### src/rtl/raster_seq_pkg.sv
package raster_seq_pkg;
  localparam int HADDR_W = 5;
  localparam int HDATA_W = 8;
  localparam int VADDR_W = 8;
  localparam int VDATA_W = 4;
  localparam int LINE_W  = 11;
  localparam int TASK_N  = 4;

  typedef enum logic [1:0] {
    TASK_WORD = 2'd0,
    TASK_HORZ = 2'd1,
    TASK_VERT = 2'd2,
    TASK_CURS = 2'd3
  } task_e;

  // horizontal table word; next-state field position is fixed by the address path
  typedef struct packed {
    logic       gate;
    logic       scanend;
    logic [3:0] nxt;
    logic       hblank;
    logic       hsync;
  } hword_t;

  // vertical table bits, active low
  localparam int VB_BLANK_EVEN = 0;
  localparam int VB_BLANK_ODD  = 1;
  localparam int VB_SYNC_EVEN  = 2;
  localparam int VB_SYNC_ODD   = 3;

  localparam int UNLOAD_FULL = 16;
  localparam int UNLOAD_HALF = 32;
endpackage

### src/rtl/raster_step_div.sv
module raster_step_div #(
  parameter int STEP_DIV = 24
) (
  input  logic clk_i,
  input  logic rst_ni,
  output logic step_o
);
  localparam int CNT_W = $clog2(STEP_DIV + 1);
  localparam logic [CNT_W-1:0] LAST = CNT_W'(STEP_DIV - 1);

  logic [CNT_W-1:0] cnt_q;

  assign step_o = (cnt_q == LAST);

  always_ff @(posedge clk_i or negedge rst_ni) begin
    if (!rst_ni)     cnt_q <= '0;
    else if (step_o) cnt_q <= '0;
    else             cnt_q <= cnt_q + 1'b1;
  end

  assert_cnt_range_R1: assert property (@(posedge clk_i) disable iff (!rst_ni)
    cnt_q <= LAST);
  assert_step_restart_R1: assert property (@(posedge clk_i) disable iff (!rst_ni)
    step_o |=> (cnt_q == '0));
endmodule

### src/rtl/raster_prom.sv
module raster_prom #(
  parameter int ADDR_W = 5,
  parameter int DATA_W = 8,
  parameter bit HORZ   = 1'b1
) (
  input  logic              clk_i,
  input  logic              rst_ni,
  input  logic              we_i,
  input  logic [ADDR_W-1:0] wr_addr_i,
  input  logic [DATA_W-1:0] wr_data_i,
  input  logic [ADDR_W-1:0] rd_addr_i,
  output logic [DATA_W-1:0] rd_data_o
);
  localparam int DEPTH = 1 << ADDR_W;

  logic [DATA_W-1:0] mem_q [DEPTH];

  for (genvar i = 0; i < DEPTH; i++) begin : g_entry
    // horizontal default: chain to the next state, all signals idle
    localparam logic [DATA_W-1:0] RST_VAL =
      HORZ ? DATA_W'(((i + 1) % 16) << 2) : {DATA_W{1'b1}};
    always_ff @(posedge clk_i or negedge rst_ni) begin
      if (!rst_ni)
        mem_q[i] <= RST_VAL;
      else if (we_i && (wr_addr_i == ADDR_W'(i)))
        mem_q[i] <= wr_data_i;
    end
  end

  assign rd_data_o = mem_q[rd_addr_i];

  assert_write_lands_R13: assert property (@(posedge clk_i) disable iff (!rst_ni)
    we_i |=> (mem_q[$past(wr_addr_i)] == $past(wr_data_i)));
endmodule

### src/rtl/raster_task_flags.sv
module raster_task_flags (
  input  logic       clk_i,
  input  logic       rst_ni,
  input  logic       word_set_i,
  input  logic       horz_set_i,
  input  logic       curs_set_i,
  input  logic       clr_vfall_i,
  input  logic       clr_hrise_i,
  input  logic       mode_set_i,
  input  logic [1:0] mode_data_i,
  output logic       word_blk_o,
  output logic       horz_blk_o,
  output logic       curs_blk_o,
  output logic       inverse_o,
  output logic       halfclock_o
);
  logic [1:0] pend_q;

  always_ff @(posedge clk_i or negedge rst_ni) begin
    if (!rst_ni) begin
      word_blk_o  <= 1'b0;
      horz_blk_o  <= 1'b0;
      curs_blk_o  <= 1'b0;
      pend_q      <= '0;
      inverse_o   <= 1'b0;
      halfclock_o <= 1'b0;
    end else begin
      if (clr_vfall_i || clr_hrise_i) word_blk_o <= 1'b0;
      else if (word_set_i)            word_blk_o <= 1'b1;
      if (clr_vfall_i)                horz_blk_o <= 1'b0;
      else if (horz_set_i)            horz_blk_o <= 1'b1;
      if (clr_vfall_i)                curs_blk_o <= 1'b0;
      else if (curs_set_i)            curs_blk_o <= 1'b1;
      if (clr_hrise_i) begin
        inverse_o   <= pend_q[0];
        halfclock_o <= pend_q[1];
      end
      if (mode_set_i) pend_q <= mode_data_i;
    end
  end

  assert_vfall_clears_R6: assert property (@(posedge clk_i) disable iff (!rst_ni)
    clr_vfall_i |=> (!word_blk_o && !horz_blk_o && !curs_blk_o));
  assert_hrise_clears_R11: assert property (@(posedge clk_i) disable iff (!rst_ni)
    clr_hrise_i |=> !word_blk_o);
  assert_mode_hold_R9: assert property (@(posedge clk_i) disable iff (!rst_ni)
    !clr_hrise_i |=> ($stable(inverse_o) && $stable(halfclock_o)));
endmodule

### src/rtl/raster_seq.sv
module raster_seq
  import raster_seq_pkg::*;
#(
  parameter int STEP_DIV = 24
) (
  input  logic               clk_i,
  input  logic               rst_ni,
  input  logic               hprom_we_i,
  input  logic [HADDR_W-1:0] hprom_addr_i,
  input  logic [HDATA_W-1:0] hprom_data_i,
  input  logic               vprom_we_i,
  input  logic [VADDR_W-1:0] vprom_addr_i,
  input  logic [VDATA_W-1:0] vprom_data_i,
  input  logic               fifo_stopwake_i,
  input  logic               word_block_i,
  input  logic               horz_block_i,
  input  logic               curs_block_i,
  input  logic               mode_set_i,
  input  logic [1:0]         mode_data_i,
  output logic [TASK_N-1:0]  wake_set_o,
  output logic [TASK_N-1:0]  wake_clr_o,
  output logic               fifo_clr_o,
  output logic               unload_start_o,
  output logic [5:0]         unload_len_o,
  output logic               inverse_o,
  output logic               halfclock_o,
  output logic [LINE_W-1:0]  line_o,
  output logic [LINE_W-1:0]  vblank_line_o,
  output logic [HADDR_W-1:0] state_o,
  output logic               hblank_o,
  output logic               hsync_o,
  output logic               vblank_o,
  output logic               vsync_o
);
  localparam logic [LINE_W-1:0] FIELD_MASK = ~(LINE_W'(1) << (LINE_W - 1));

  logic               step;
  logic [HDATA_W-1:0] h_raw;
  logic [VDATA_W-1:0] v_raw, v_eff;
  hword_t             hw;
  logic               odd, v_off, vb_now, vs_now;
  logic               word_blk, horz_blk, curs_blk;
  logic               ev_vs_rise, ev_vb_fall, ev_hb_fall, ev_hs_rise, ev_hs_fall;
  logic               word_wake, word_drop, curs_wake;
  logic [TASK_N-1:0]  set_d, clr_d;

  raster_step_div #(.STEP_DIV(STEP_DIV)) u_div (
    .clk_i (clk_i), .rst_ni(rst_ni), .step_o(step)
  );

  raster_prom #(.ADDR_W(HADDR_W), .DATA_W(HDATA_W), .HORZ(1'b1)) u_hprom (
    .clk_i(clk_i), .rst_ni(rst_ni), .we_i(hprom_we_i), .wr_addr_i(hprom_addr_i),
    .wr_data_i(hprom_data_i), .rd_addr_i(state_o), .rd_data_o(h_raw)
  );

  raster_prom #(.ADDR_W(VADDR_W), .DATA_W(VDATA_W), .HORZ(1'b0)) u_vprom (
    .clk_i(clk_i), .rst_ni(rst_ni), .we_i(vprom_we_i), .wr_addr_i(vprom_addr_i),
    .wr_data_i(vprom_data_i), .rd_addr_i(line_o[VADDR_W-1:0]), .rd_data_o(v_raw)
  );

  always_comb begin
    hw     = hword_t'(h_raw);
    odd    = line_o[LINE_W-1];
    v_off  = line_o[8] | line_o[9];
    v_eff  = v_off ? {VDATA_W{1'b1}} : v_raw;
    vb_now = ~(odd ? v_eff[VB_BLANK_ODD] : v_eff[VB_BLANK_EVEN]);
    vs_now = ~(odd ? v_eff[VB_SYNC_ODD]  : v_eff[VB_SYNC_EVEN]);

    ev_vs_rise = step & vb_now & vs_now & ~vsync_o;
    ev_vb_fall = step & ~vb_now & vblank_o;
    ev_hb_fall = step & ~vb_now & ~hw.hblank & hblank_o;
    ev_hs_rise = step & hw.hsync & ~hsync_o;
    ev_hs_fall = step & ~hw.hsync & hsync_o;
    word_drop  = step & hw.scanend;
    word_wake  = step & ~word_blk & ~horz_blk & fifo_stopwake_i & ~hw.scanend;
    curs_wake  = ev_hs_fall & ~curs_blk;

    set_d            = '0;
    set_d[TASK_WORD] = word_wake;
    set_d[TASK_HORZ] = ev_vb_fall;
    set_d[TASK_VERT] = ev_vs_rise;
    set_d[TASK_CURS] = curs_wake;
    clr_d            = '0;
    clr_d[TASK_WORD] = word_drop;
  end

  raster_task_flags u_flags (
    .clk_i       (clk_i),
    .rst_ni      (rst_ni),
    .word_set_i  (word_block_i),
    .horz_set_i  (horz_block_i),
    .curs_set_i  (curs_block_i),
    .clr_vfall_i (ev_vb_fall),
    .clr_hrise_i (ev_hs_rise),
    .mode_set_i  (mode_set_i),
    .mode_data_i (mode_data_i),
    .word_blk_o  (word_blk),
    .horz_blk_o  (horz_blk),
    .curs_blk_o  (curs_blk),
    .inverse_o   (inverse_o),
    .halfclock_o (halfclock_o)
  );

  always_ff @(posedge clk_i or negedge rst_ni) begin
    if (!rst_ni) begin
      wake_set_o     <= '0;
      wake_clr_o     <= '0;
      fifo_clr_o     <= 1'b0;
      unload_start_o <= 1'b0;
      unload_len_o   <= 6'(UNLOAD_FULL);
      line_o         <= '0;
      vblank_line_o  <= '0;
      state_o        <= '0;
      hblank_o       <= 1'b0;
      hsync_o        <= 1'b0;
      vblank_o       <= 1'b0;
      vsync_o        <= 1'b0;
    end else begin
      wake_set_o     <= set_d;
      wake_clr_o     <= clr_d;
      fifo_clr_o     <= ev_hs_rise;
      unload_start_o <= ev_hb_fall;
      if (ev_hb_fall)
        unload_len_o <= halfclock_o ? 6'(UNLOAD_HALF) : 6'(UNLOAD_FULL);
      if (step) begin
        state_o  <= {~line_o[0], hw.nxt};
        line_o   <= line_o + LINE_W'(hw.gate);
        if (vb_now) vblank_line_o <= line_o & FIELD_MASK;
        hblank_o <= hw.hblank;
        hsync_o  <= hw.hsync;
        vblank_o <= vb_now;
        vsync_o  <= vs_now;
      end
    end
  end

  assert_strobe_after_step_R1: assert property (@(posedge clk_i) disable iff (!rst_ni)
    (|wake_set_o || |wake_clr_o || fifo_clr_o || unload_start_o) |-> $past(step));
  assert_vert_wake_edge_R5: assert property (@(posedge clk_i) disable iff (!rst_ni)
    wake_set_o[TASK_VERT] |-> (vsync_o && vblank_o && !$past(vsync_o)));
  assert_horz_wake_edge_R6: assert property (@(posedge clk_i) disable iff (!rst_ni)
    wake_set_o[TASK_HORZ] |-> (!vblank_o && $past(vblank_o)));
  assert_unload_len_R7: assert property (@(posedge clk_i) disable iff (!rst_ni)
    unload_start_o |-> (unload_len_o == 6'(UNLOAD_FULL) || unload_len_o == 6'(UNLOAD_HALF)));
  assert_scanend_wins_R8: assert property (@(posedge clk_i) disable iff (!rst_ni)
    wake_clr_o[TASK_WORD] |-> !wake_set_o[TASK_WORD]);
  assert_fifo_clr_edge_R9: assert property (@(posedge clk_i) disable iff (!rst_ni)
    fifo_clr_o |-> (hsync_o && !$past(hsync_o)));
  assert_curs_wake_edge_R10: assert property (@(posedge clk_i) disable iff (!rst_ni)
    wake_set_o[TASK_CURS] |-> (!hsync_o && $past(hsync_o)));
  assert_vline_field_R4: assert property (@(posedge clk_i) disable iff (!rst_ni)
    !vblank_line_o[LINE_W-1]);
  assert_line_step_R2: assert property (@(posedge clk_i) disable iff (!rst_ni)
    !$past(step) |-> $stable(line_o));
endmodule

### config.mk
export PLATFORM = sky130hd
export DESIGN_NAME = raster_seq
export DESIGN_NICKNAME = d
export VERILOG_FILES = /design/src/rtl/raster_seq_pkg.sv /design/src/rtl/raster_step_div.sv /design/src/rtl/raster_prom.sv /design/src/rtl/raster_task_flags.sv /design/src/rtl/raster_seq.sv
export SDC_FILE = /design/constraint.sdc
export NUM_CORES = 2
export LEC_CHECK = 0
export BUFFER_PORTS_ARGS = -buffer_cell sky130_fd_sc_hd__buf_2
export CORE_AREA = 5 5 361 363
export DETAILED_ROUTE_END_ITERATION = 10
export DIE_AREA = 0 0 366 368
export GPL_TIMING_DRIVEN = 0
export PLACE_DENSITY = 0.65
export SLEW_MARGIN = 5
export SYNTH_ARGS = -nofsm -noshare
export SYNTH_HDL_FRONTEND = slang
export SYNTH_SLANG_ARGS = --single-unit
### constraint.sdc
create_clock -name clk_i -period 5.68 [get_ports clk_i]
set_input_delay 0.568 -clock clk_i [delete_from_list [all_inputs] [get_ports clk_i]]
set_output_delay 0.568 -clock clk_i [all_outputs]
set_load 0.02 [all_outputs]
==> results.yml <==
clocking:
  htreeDepth: 4
  cts_tree: "built"
  clock_sinks: 1331
  cts_buffer_depth: 3
  root_buffer: "clkbuf_16"
  post_cts_buffers: 0
  clk_pin_slew_ns: 0.06
  clk-insertion-delay-late_ns: 0.80
  cts_buffers: 148
sta:
  min_period_ns: 5.99
  final-hold-violation-count: 3
  drv_slew: 22
  worst_pin_slew_ns: 1.57
  setup_viol: 12
  tns_ns: -2.23
  fin_skew_ns: 0.0212
  max_freq_ghz: 0.167
  worst_slack_ns: -0.312
  holdWs_ns: -0.00736
  fin_crit_sh: 1.05
  slew_headroom: -0.0460
  rsz0062_at_grt: "false"
global_routing:
  track_usage: 0.328
  grt_start_max_net_pins: 165
  antenna_found_initial: 12
  grt_pass1_wl_um: 314000
  grt_overflow: 0
  grt_pass1_vias: 40400
yosys:
  synth_cell_types: 75
  synth_area_leaders: "dfstp_2, mux2_2, mux4_2, dfrtp_1, nand2_1"
  yosysSeqAreaShare: 0.553
  synth_top_area_frac: 0.457
  yosysTopAreaCell: "dfstp_2"
  netlist_area_mm2: 0.0627
  ys_ff_latch: 1331
  netlist_instances: 4120
  synth_edf_count: 0
  syn-mean-instance-area_um2: 15.2
  synth_flop_cell: "dfstp_2"
  yosysWarningCount: 0
  async_flop_share: 1.00
min_path:
  hold_path.class: "input pin to async pin"
floorplan:
  io_pins: 85
  coreArea_mm2: 0.127
  row_count: 131
  fp.dieArea_mm2: 0.135
  start_util: 0.495
  die_x_um: 366
  dieHeight_um: 368
cells_and_area:
  most-common-layout-cells: "mux2_2, dfstp_2, mux4_2"
  drive_gt1_frac: 0.698
  final_cells: 6156
  final_common_cell: "mux2_2"
  nets: 4404
  syn_to_final_growth_pct: 12.7
  final_util: 0.558
power:
  ir_worst_vdd_uv: 352
  p_per_area_mw_per_mm2: 366
  p_leak_nw: 28.4
setup_path:
  crit_family: "buffers and inverters"
  worstSetupStartpointType: "flop"
  critical_path_class: "flop to flop"
  crit_required_ns: 6.35
  cp.arrival_ns: 6.66
  crit_chain: "buf_2, nor2b_1, clkbuf_1, clkbuf_1, clkbuf_1, a22oi_1, a31oi_1, nand3_1, o21ai_0, o22ai_2, mux2_2"
  cpMaxStageDelayCell: "clkbuf_1"
  critPathMaxFanout: 10
  cp-end-kind: "flop"
  path_common_cell: "clkbuf_1"
  max_stage_delay_ns: 1.09
  path_buf_inv: 4
outcome:
  status: "complete, but fails checks"
  violations: "negative hold slack, max-capacitance violations, max-slew violations, negative setup slack"
drt:
  via_count: 40100
  vias_per_cell: 6.52
  dr.first_iter.drc_count: 4471
  avgRoutedWirePerCell_um: 36.2
  drt-total-wl_um: 223000
  first_pass_iters: 8
  final_antenna_net_count: 0
  drc_errors: 0
placement:
  gp_congestion: 1.01
  dp_hpwl_um: 155000
  numPortBuffers: 66
  place_inst: 5874
run:
  cap_violations: 3
[report_power, final]
part	switching [W]	leakage (nW)	internal, W
clock network	0.00407	2.44	0.00580
logic	0.00300	11.6	0.00204
registers	0.000379	14.4	0.0106
total	0.00745	28.4	0.0184
[metrics by stage]
stage | area (um2) | worst slack, ns | power [W] | hold WS [ns]
floorplan | 62700 | 2.27 | 0.0139 | 0.272
global placement | 65100 | -24.92 | 0.0159 | 0.445
detailed placement | 65600 | -1.06 | 0.0161 | 0.451
CTS | 70600 | 0.000917 | 0.0259 | 0.00252
global route | 70600 | 0.0141 | 0.0266 | 0.0419
finish | 70600 | -0.312 | 0.0259 | -0.00736
[registers in the layout, indices dropped and copies added, names as in the netlist, 2 cells and up]
register and flops:
line_o 11, u_flags.pend_q 2, u_vprom.mem_q 1024, wake_set_o 4, unload_len_o 2, state_o 5, vblank_line_o 10, u_div.cnt_q 5
u_hprom.mem_q 256
[path summary, 6_finish.rpt]
path / start / end / slack (ns) / depth (start not counted)
setup / recovery: line_o[2]$_DFFE_PN0N_ / vsync_o$_DFFE_PN0N_ / -0.31 / 11
hold reg to reg: u_div.cnt_q[0]$_DFF_PN0_ / u_div.cnt_q[0]$_DFF_PN0_ / 0.46 / 1
min in group clk_i: horz_block_i / u_flags.horz_blk_o$_DFFE_PN0P_ / 0.05 / 3
hold / removal: rst_ni / u_vprom.mem_q[527]$_DFFE_PN1P_ / -0.007 / 1
max in group asynchronous: rst_ni / line_o[1]$_DFFE_PN0N_ / 2.54 / 6
setup reg to reg: line_o[2]$_DFFE_PN0N_ / vsync_o$_DFFE_PN0N_ / -0.31 / 11
[cell usage after synthesis (all sizes together), types with 9 or more instances]
cell type,n
a211oi,9
a21oi,33
a221oi,9
a22oi,63
a31oi,9
and2,14
and3,12
buf,81
clkbuf,246
dfrtp,242
dfstp,1089
mux2,1310
mux2i,72
mux4,307
nand2,249
nand2b,16
nand3,35
nand4,12
nor2,130
nor2b,18
nor3,28
nor4,14
o21ai,26
o22ai,15
[cells by family (layout without fill, tap and decap cells)]
logic type,after synthesis,in the layout,synth area share
buffers and inverters,331,690,0.0244
xor gates and xnor gates,10,10,0.00140
DFF,1331,1331,0.553
and+or+nand+nor,550,550,0.0397
AOI/OAI and AO/OA,205,205,0.0229
other,1,16,0.0000598
adders and majority gates,3,3,0.000599
muxes,1689,1689,0.358
[cell type report]
type                    count  area [um2]
diodes                      8        20.0
plain buffers             327        1570
clock buffers             233        4490
clock inverters            38         484
fillers                 10200       56100
inverters                   4        15.0
multi-input cells        2465       26600
flip-flops and latches   1331       34700
well taps                1662        2080
repair buffers             88         729
[what timing repair did]
action,in CTS,in global routing
setup endpoints to repair,20,9
resized for setup,16,6
hold buffers,3,0
endpoints found under the hold margin,3,0
[per-layer routing]
layer  track usage  routed length (um)  up-vias
met5        0.0164                 330        -
met4         0.174               14200        6
met3        0.0991               21700      616
met2         0.494               99300     2119
met1         0.429               87200    21600
li1              -                   -    15800
Power figures use the tool's default switching activity.
